File: src/rtl/cbr_pkg.sv
package cbr_pkg;
    localparam int DEF_XLEN        = 64;
    localparam int DEF_IMM_W       = 32;
    localparam int DEF_COND_W      = 4;
    localparam int DEF_NUM_REGS    = 8;
    localparam int DEF_IDX_W       = 16;
    localparam int DEF_JUMP_OFFSET = 8;
    localparam int DEF_JUMP_BITS   = 8;
endpackage

File: src/rtl/cbr_cimm_gen.sv
module cbr_cimm_gen #(
    parameter int XLEN  = 64,
    parameter int IMM_W = 32,
    parameter int POS_W = $clog2(XLEN)
) (
    input  logic [IMM_W-1:0] imm,
    input  logic [POS_W-1:0] pos,
    output logic [XLEN-1:0]  cimm
);
    logic [XLEN-1:0] ext;
    assign ext = {{(XLEN-IMM_W){imm[IMM_W-1]}}, imm};

    for (genvar i = 0; i < XLEN; i++) begin : g_bit
        if (i < XLEN - 1) begin : g_mid
            // bit i is forced high at pos, forced low just below pos
            assign cimm[i] = (pos == POS_W'(i))     ? 1'b1 :
                             (pos == POS_W'(i + 1)) ? 1'b0 : ext[i];
        end else begin : g_top
            assign cimm[i] = (pos == POS_W'(i)) ? 1'b1 : ext[i];
        end
    end
endmodule

File: src/rtl/cbr_window_test.sv
module cbr_window_test #(
    parameter int XLEN      = 64,
    parameter int JUMP_BITS = 8,
    parameter int POS_W     = $clog2(XLEN)
) (
    input  logic [XLEN-1:0]  value,
    input  logic [POS_W-1:0] pos,
    output logic             all_zero
);
    logic [XLEN-1:0] shifted;
    assign shifted  = value >> pos;
    assign all_zero = ~|shifted[JUMP_BITS-1:0];
endmodule

File: src/rtl/cbranch_unit.sv
module cbranch_unit #(
    parameter int XLEN        = cbr_pkg::DEF_XLEN,
    parameter int IMM_W       = cbr_pkg::DEF_IMM_W,
    parameter int COND_W      = cbr_pkg::DEF_COND_W,
    parameter int NUM_REGS    = cbr_pkg::DEF_NUM_REGS,
    parameter int IDX_W       = cbr_pkg::DEF_IDX_W,
    parameter int JUMP_OFFSET = cbr_pkg::DEF_JUMP_OFFSET,
    parameter int JUMP_BITS   = cbr_pkg::DEF_JUMP_BITS,
    localparam int SEL_W      = $clog2(NUM_REGS),
    localparam int POS_W      = $clog2(XLEN)
) (
    input  logic              clk,
    input  logic              rst_n,
    input  logic              br_valid,
    input  logic [SEL_W-1:0]  br_reg,
    input  logic [IMM_W-1:0]  br_imm,
    input  logic [COND_W-1:0] br_cond,
    input  logic [IDX_W-1:0]  br_idx,
    input  logic              wn_valid,
    input  logic [SEL_W-1:0]  wn_reg,
    input  logic [XLEN-1:0]   wn_data,
    input  logic [IDX_W-1:0]  wn_idx,
    output logic              res_valid,
    output logic              res_taken,
    output logic [IDX_W-1:0]  res_target,
    output logic [XLEN-1:0]   res_value
);
    typedef struct packed {
        logic [NUM_REGS-1:0][XLEN-1:0]  regs;
        logic [NUM_REGS-1:0][IDX_W-1:0] last_wr;
        logic                           valid;
        logic                           taken;
        logic [IDX_W-1:0]               target;
        logic [XLEN-1:0]                value;
    } state_t;

    state_t state_d, state_q;

    logic [POS_W-1:0] bit_pos;
    logic [XLEN-1:0]  cond_const;
    logic [XLEN-1:0]  sum;
    logic             win_zero;

    assign bit_pos = POS_W'(JUMP_OFFSET) + POS_W'(br_cond);

    cbr_cimm_gen #(.XLEN(XLEN), .IMM_W(IMM_W), .POS_W(POS_W)) u_cimm (
        .imm  (br_imm),
        .pos  (bit_pos),
        .cimm (cond_const)
    );

    assign sum = state_q.regs[br_reg] + cond_const;

    cbr_window_test #(.XLEN(XLEN), .JUMP_BITS(JUMP_BITS), .POS_W(POS_W)) u_win (
        .value    (sum),
        .pos      (bit_pos),
        .all_zero (win_zero)
    );

    always_comb begin
        state_d       = state_q;
        state_d.valid = 1'b0;
        if (wn_valid) begin
            state_d.regs[wn_reg]    = wn_data;
            state_d.last_wr[wn_reg] = wn_idx;
        end
        // branch applied last so it overrides a same-register write
        if (br_valid) begin
            state_d.regs[br_reg]    = sum;
            state_d.last_wr[br_reg] = br_idx;
            state_d.valid           = 1'b1;
            state_d.taken           = win_zero;
            state_d.value           = sum;
            state_d.target          = win_zero ? state_q.last_wr[br_reg] + IDX_W'(1)
                                               : br_idx + IDX_W'(1);
        end
    end

    always_ff @(posedge clk or negedge rst_n) begin
        if (!rst_n) begin
            state_q         <= '0;
            state_q.last_wr <= '1;
        end else begin
            state_q <= state_d;
        end
    end

    assign res_valid  = state_q.valid;
    assign res_taken  = state_q.taken;
    assign res_target = state_q.target;
    assign res_value  = state_q.value;
endmodule

File: config.mk
export PLATFORM = sky130hd
export DESIGN_NAME = cbranch_unit
export DESIGN_NICKNAME = d
export VERILOG_FILES = /design/src/rtl/cbr_pkg.sv /design/src/rtl/cbr_cimm_gen.sv /design/src/rtl/cbr_window_test.sv /design/src/rtl/cbranch_unit.sv
export SDC_FILE = /design/constraint.sdc
export NUM_CORES = 2
export LEC_CHECK = 0
export BUFFER_PORTS_ARGS = -buffer_cell sky130_fd_sc_hd__buf_2
export CORE_MARGIN = 2
export CORE_UTILIZATION = 56
export DETAILED_ROUTE_END_ITERATION = 8
export GPL_TIMING_DRIVEN = 1
export HOLD_SLACK_MARGIN = 0.03
export PLACE_DENSITY = 0.74
export SLEW_MARGIN = 25
export SYNTH_ARGS = -nofsm -noshare
export SYNTH_HDL_FRONTEND = slang
export SYNTH_SLANG_ARGS = --single-unit
File: constraint.sdc
create_clock -name clk -period 10.13 [get_ports clk]
set_clock_uncertainty 0.15 [all_clocks]
set_input_delay 1.5195 -clock clk [delete_from_list [all_inputs] [get_ports clk]]
set_output_delay 1.5195 -clock clk [all_outputs]
set_load 0.05 [all_outputs]
==> impl.org <==
** Clocking
- The later pin in the worst-skew pair is clocked with a latency of 0.65 ns.
- Buffers inserted during clock tree synthesis total 80.
- Clock edge transition at the registers on the reported setup and hold paths :: about 0.060 ns
- After clock tree synthesis, the flow added hold-fix buffers numbering 0.
- # H-tree levels :: 3
- Clock tree root driver cell :: clkbuf_16
- Maximum clock insertion buffer count :: 3
- TritonCTS built the clock tree.
- Number of sinks driven by the clock tree :: roughly 720
- Once the clock tree was built, the setup fixing pass inserted 0 buffers.
- CTS-repair resized insts :: 0

** Finish
- With fillers left out, the area of the finished cells amounts to 45,400 sq um.
- Area growth from synthesis to layout :: 9.02%
- Layout filler cell count :: 6,082
- In the final design database the tool counted approximately 4,600 nets.
- Of the cells placed in the final design, the portion with a size suffix greater than 1 is ~17%.

** Setup path
- Tracing the worst setup path back leads to its startpoint at br_reg[1].
- Start of the worst register-to-register path :: state_q[658]
- Kind of launch point of the worst setup path :: primary input
- Delay contributed by the slowest stage of the critical path :: 0.79 ns
- Of all nets on the critical path, the largest fanout is 21.
- The worst setup path is captured at a flip-flop.
- Cell mode on critical path :: nor2_1
- Among all stages on the critical path, the largest delay is contributed by nand4b_1.
- Crit Reg-Reg Endpoint :: res_target[14]
- For flop-to-flop paths, the worst setup slack is 3.11 ns.
- Kind of critical path :: primary input to flip-flop
- For the worst flop-to-flop path, the logic depth is 25.
- Termination of the worst setup path :: res_target[14]
- Data required time at the worst endpoint :: 10.54 ns
- Data arrival at the endpoint of the critical path :: 9.47 ns

** Drt
- M1 WL :: 55.6 mm
- Top layer used by detailed routing :: met5
- Routed WL :: 134 mm
- Met2 layer wire length in the routed design :: 62.0 mm
- Wire segments on met3 add up to roughly 11 mm in the final route.
- The detail route stage leaves a number of antenna-violating nets equal to 0.
- First-pass iteration count of the detailed router :: 6
- Routed length per instance :: about 25 microns
- The detailed router finished its first iteration with 4,403 violations.
- In the routed design, unresolved DRC markers number 0.
- After detailed routing, the number of vias per cell comes to 6.50.
- Total number of vias :: 35,000

** Global routing
- Global-route usage over all layers :: 34.1%
- Grt total ovfl :: 0
- The number of antenna violations at the first check in global routing was 15.
- Largest net degree at the start of global routing :: 158
- Wire length of the first global-routing pass :: about 200 mm
- Number of global-route vias before repair :: 33,900

** Logic synthesis
- By area the synthesized netlist is led by dfrtp_1, mux2i_1, dfstp_2.
- After synthesis the cells add up to 41,600 sq um.
- Library cell with the largest summed area after synthesis :: dfrtp_1
- Post-synth net total :: 4,690
- Summing the sequential cell areas from Yosys gives 43.8% of the chip area.
- #FFs+latches synth :: 722
- After technology mapping, the gate count stands at 4,483.
- Synthesis instantiated 85 different standard cells from the library.
- Area share of the leading cell type in the synthesized netlist :: a little over a third
- Post-synthesis async set-or-reset flop share :: 100%
- Top FF cell, synth :: dfrtp_1
- Avg Cell Area, Syn :: 9.28 sq um
- The Yosys step of the flow raised 0 warnings.
- Number of enable-type register cells in the synthesized netlist :: 0

** Pwr
- Net switching is 40.0% of the power.
- Internal power comes to 7.64 mW.
- Combinational logic is responsible for 38.4% of the overall power.
- The clock network is responsible for 23.9% of the overall power.
- VDD sags by at most 0.000228 V.
- Leak :: between 20 and 25 nW
- Power density normalized to cell area :: around 280 nW/um^2
- Power spent charging and discharging nets :: just over 5 mW
- Part of the power in registers :: 37.8%

** Timing
- The max-slew violation total from the final report was 0.
- The final number of hold-violating endpoints is 0.
- For the pin with the worst max-slew slack, the measured transition is 1.13 ns.
- Time the worst path needs with I/O delays and setup :: 9.05 ns
- Of the available clock period, the critical path in the final layout requires 89.4%.
- Normalized max-slew margin :: between 20 and 25%
- Setup violations remaining at the end of the flow were counted as 0.
- Setup TNS :: 0 ns
- For this run, the top clock speed supported by timing is between 100 and 150 MHz.
- Unrepaired setup endpoints after global routing :: false

** Die
- Die ar. :: approximately 76,000 sq um
- Die outline height :: 277 microns
- Once the floorplan was initialized, standard cells occupied 56.8% of the core.
- between 200 and 250 I/O pins were placed.
- In this run the core area contains 99 standard-cell rows.
- From left edge to right edge, the die measures 277 microns.
- Area of the core :: about 73,000 sq um

** Placed design
- Placed cell areas :: 42,500 sq um
- Gp weighted congestion :: 0.955
- Sum of net half-perimeters after detailed placement :: 80.5 mm
- Count of buffers inserted at the top-level ports :: 223

** Job
- Max-cap check violation count :: 0

** Status
- Outcome :: complete, no violations

** Min path
- The worst hold path belongs to the class flip-flop to flip-flop.
==> flip-flops by register name, summed over array words and instances, names as in the netlist <==
name / flops
res_value: 64
res_valid: 1
res_taken: 1
state_q: 640
res_target: 16
==> per-stage QoR <==
stage | hold slack (ns) | worst slack (ns) | utilization [%] | std cells | total power, mW
floorplan | 0.303 | 2.22 | - | 4483 | 8.36
global placement | 0.320 | 0.901 | 58.0 | 5221 | 9.46
detailed placement | 0.322 | 0.709 | 58.1 | 5222 | 9.58
CTS | 0.337 | 1.37 | 61.8 | 5364 | 12.6
global route | 0.362 | 0.823 | 61.9 | 5373 | 13.4
finish | 0.330 | 1.08 | 61.9 | 5378 | 12.7
==> how the worst min path moves through the flow <==
stage | to | from | cells after the start | slack, ns
2_1_floorplan | res_target[7] | res_target[7] | 2 | 0.30
3_3_place_gp | res_value[63] | res_value[63] | 2 | 0.32
3_5_place_dp | res_value[62] | res_value[62] | 2 | 0.32
4_1_cts | res_value[62] | res_value[62] | 2 | 0.34
5_1_grt | res_value[63] | res_value[63] | 2 | 0.36
6_report | res_value[62] | res_value[62] | 2 | 0.33
==> routing by layer <==
| metal | vias to the layer above | global-route usage (%) |
|---|---|---|
| met5 | - | 0 |
| met4 | 10 | 13.5 |
| met3 | 339 | 6.08 |
| met2 | 1775 | 54.0 |
| met1 | 17100 | 46.6 |
| li1 | 15700 | - |
==> cell families after synthesis <==
group,after synthesis,share of synthesized area [%]
flip-flops,722,43.8
adder cells (fa/ha/maj),65,1.97
AO/OA/AOI/OAI,1259,17.9
XOR/XNOR,83,1.77
multiplexers,713,17.7
AND/OR/NAND/NOR,1098,11.2
buffers and inverters,543,5.67
==> synthesized netlist by cell type (9+ instances only) <==
library cell / n
nor2_1: 654
a21oi_1: 633
dfrtp_1: 594
mux2i_1: 565
clkbuf_1: 340
nand2_1: 209
a22oi_1: 166
mux2_2: 145
o21ai_0: 145
o22ai_1: 129
dfstp_2: 128
buf_1: 86
buf_4: 81
ha_1: 64
nand4_1: 55
xnor2_1: 52
nand3_1: 43
a21o_1: 39
nor4_1: 33
xor2_1: 30
nor3_1: 29
inv_1: 24
a31oi_1: 17
o31ai_1: 16
o21a_1: 13
and3_1: 12
nor2b_1: 12
o21bai_1: 11
nand2b_1: 9
o211ai_1: 9
==> power by group through the flow <==
stage               clock (mW)  combinational, mW  sequential (mW)
finish                    3.04               4.88             4.81
detailed placement           0               4.78             4.80
global placement             0               4.68             4.78
floorplan                    0               3.81             4.55
global route              3.18               5.29             4.91
CTS                       3.06               4.80             4.77
==> layout make-up <==
cell class,count,area [sq um],area share (%)
antenna,13,32.5,0.0717
clock buffer,110,2310,5.09
clock inverter,32,412,0.908
inverter,27,101,0.223
multi-input combinational,3218,21200,46.8
sequential,722,18200,40.2
tap,959,1200,2.65
timing repair buffer,297,1840,4.06
==> layout by cell type (no fill, tap or decap), types with 8 or more instances in the layout <==
cell         n
clkbuf_1    13
nand2b_1     9
nand3_1     41
o21a_1      13
a31oi_1     17
o22ai_1    129
nor4_1      33
diode_2     13
xor2_1      30
buf_2      221
o211ai_1     9
mux2_2     145
nand2_1    195
mux2i_1    565
buf_4       61
xnor2_2      8
a22oi_1    166
a21oi_1    633
dfstp_2    128
nor3_1      24
nor2b_1     12
o21ai_0    145
o31ai_1     16
nor2_1     651
and3_1      12
inv_1       24
buf_12      10
nand4_1     55
clkbuf_8    15
o21bai_1    11
xnor2_1     45
clkinv_2    11
a21o_1      39
dfrtp_1    594
clkbuf_16   82
ha_1        64
==> worst max-delay path: cells and delay by family <==
kind | cells | cell delay (ns)
AO/OA/AOI/OAI | 9 | 2.42
XOR/XNOR | 2 | 0.51
adder cells (fa/ha/maj) | 3 | 1.05
buffers and inverters | 2 | 0.43
AND/OR/NAND/NOR | 13 | 3.53
Note: power is estimated with default switching activity, not from simulation.
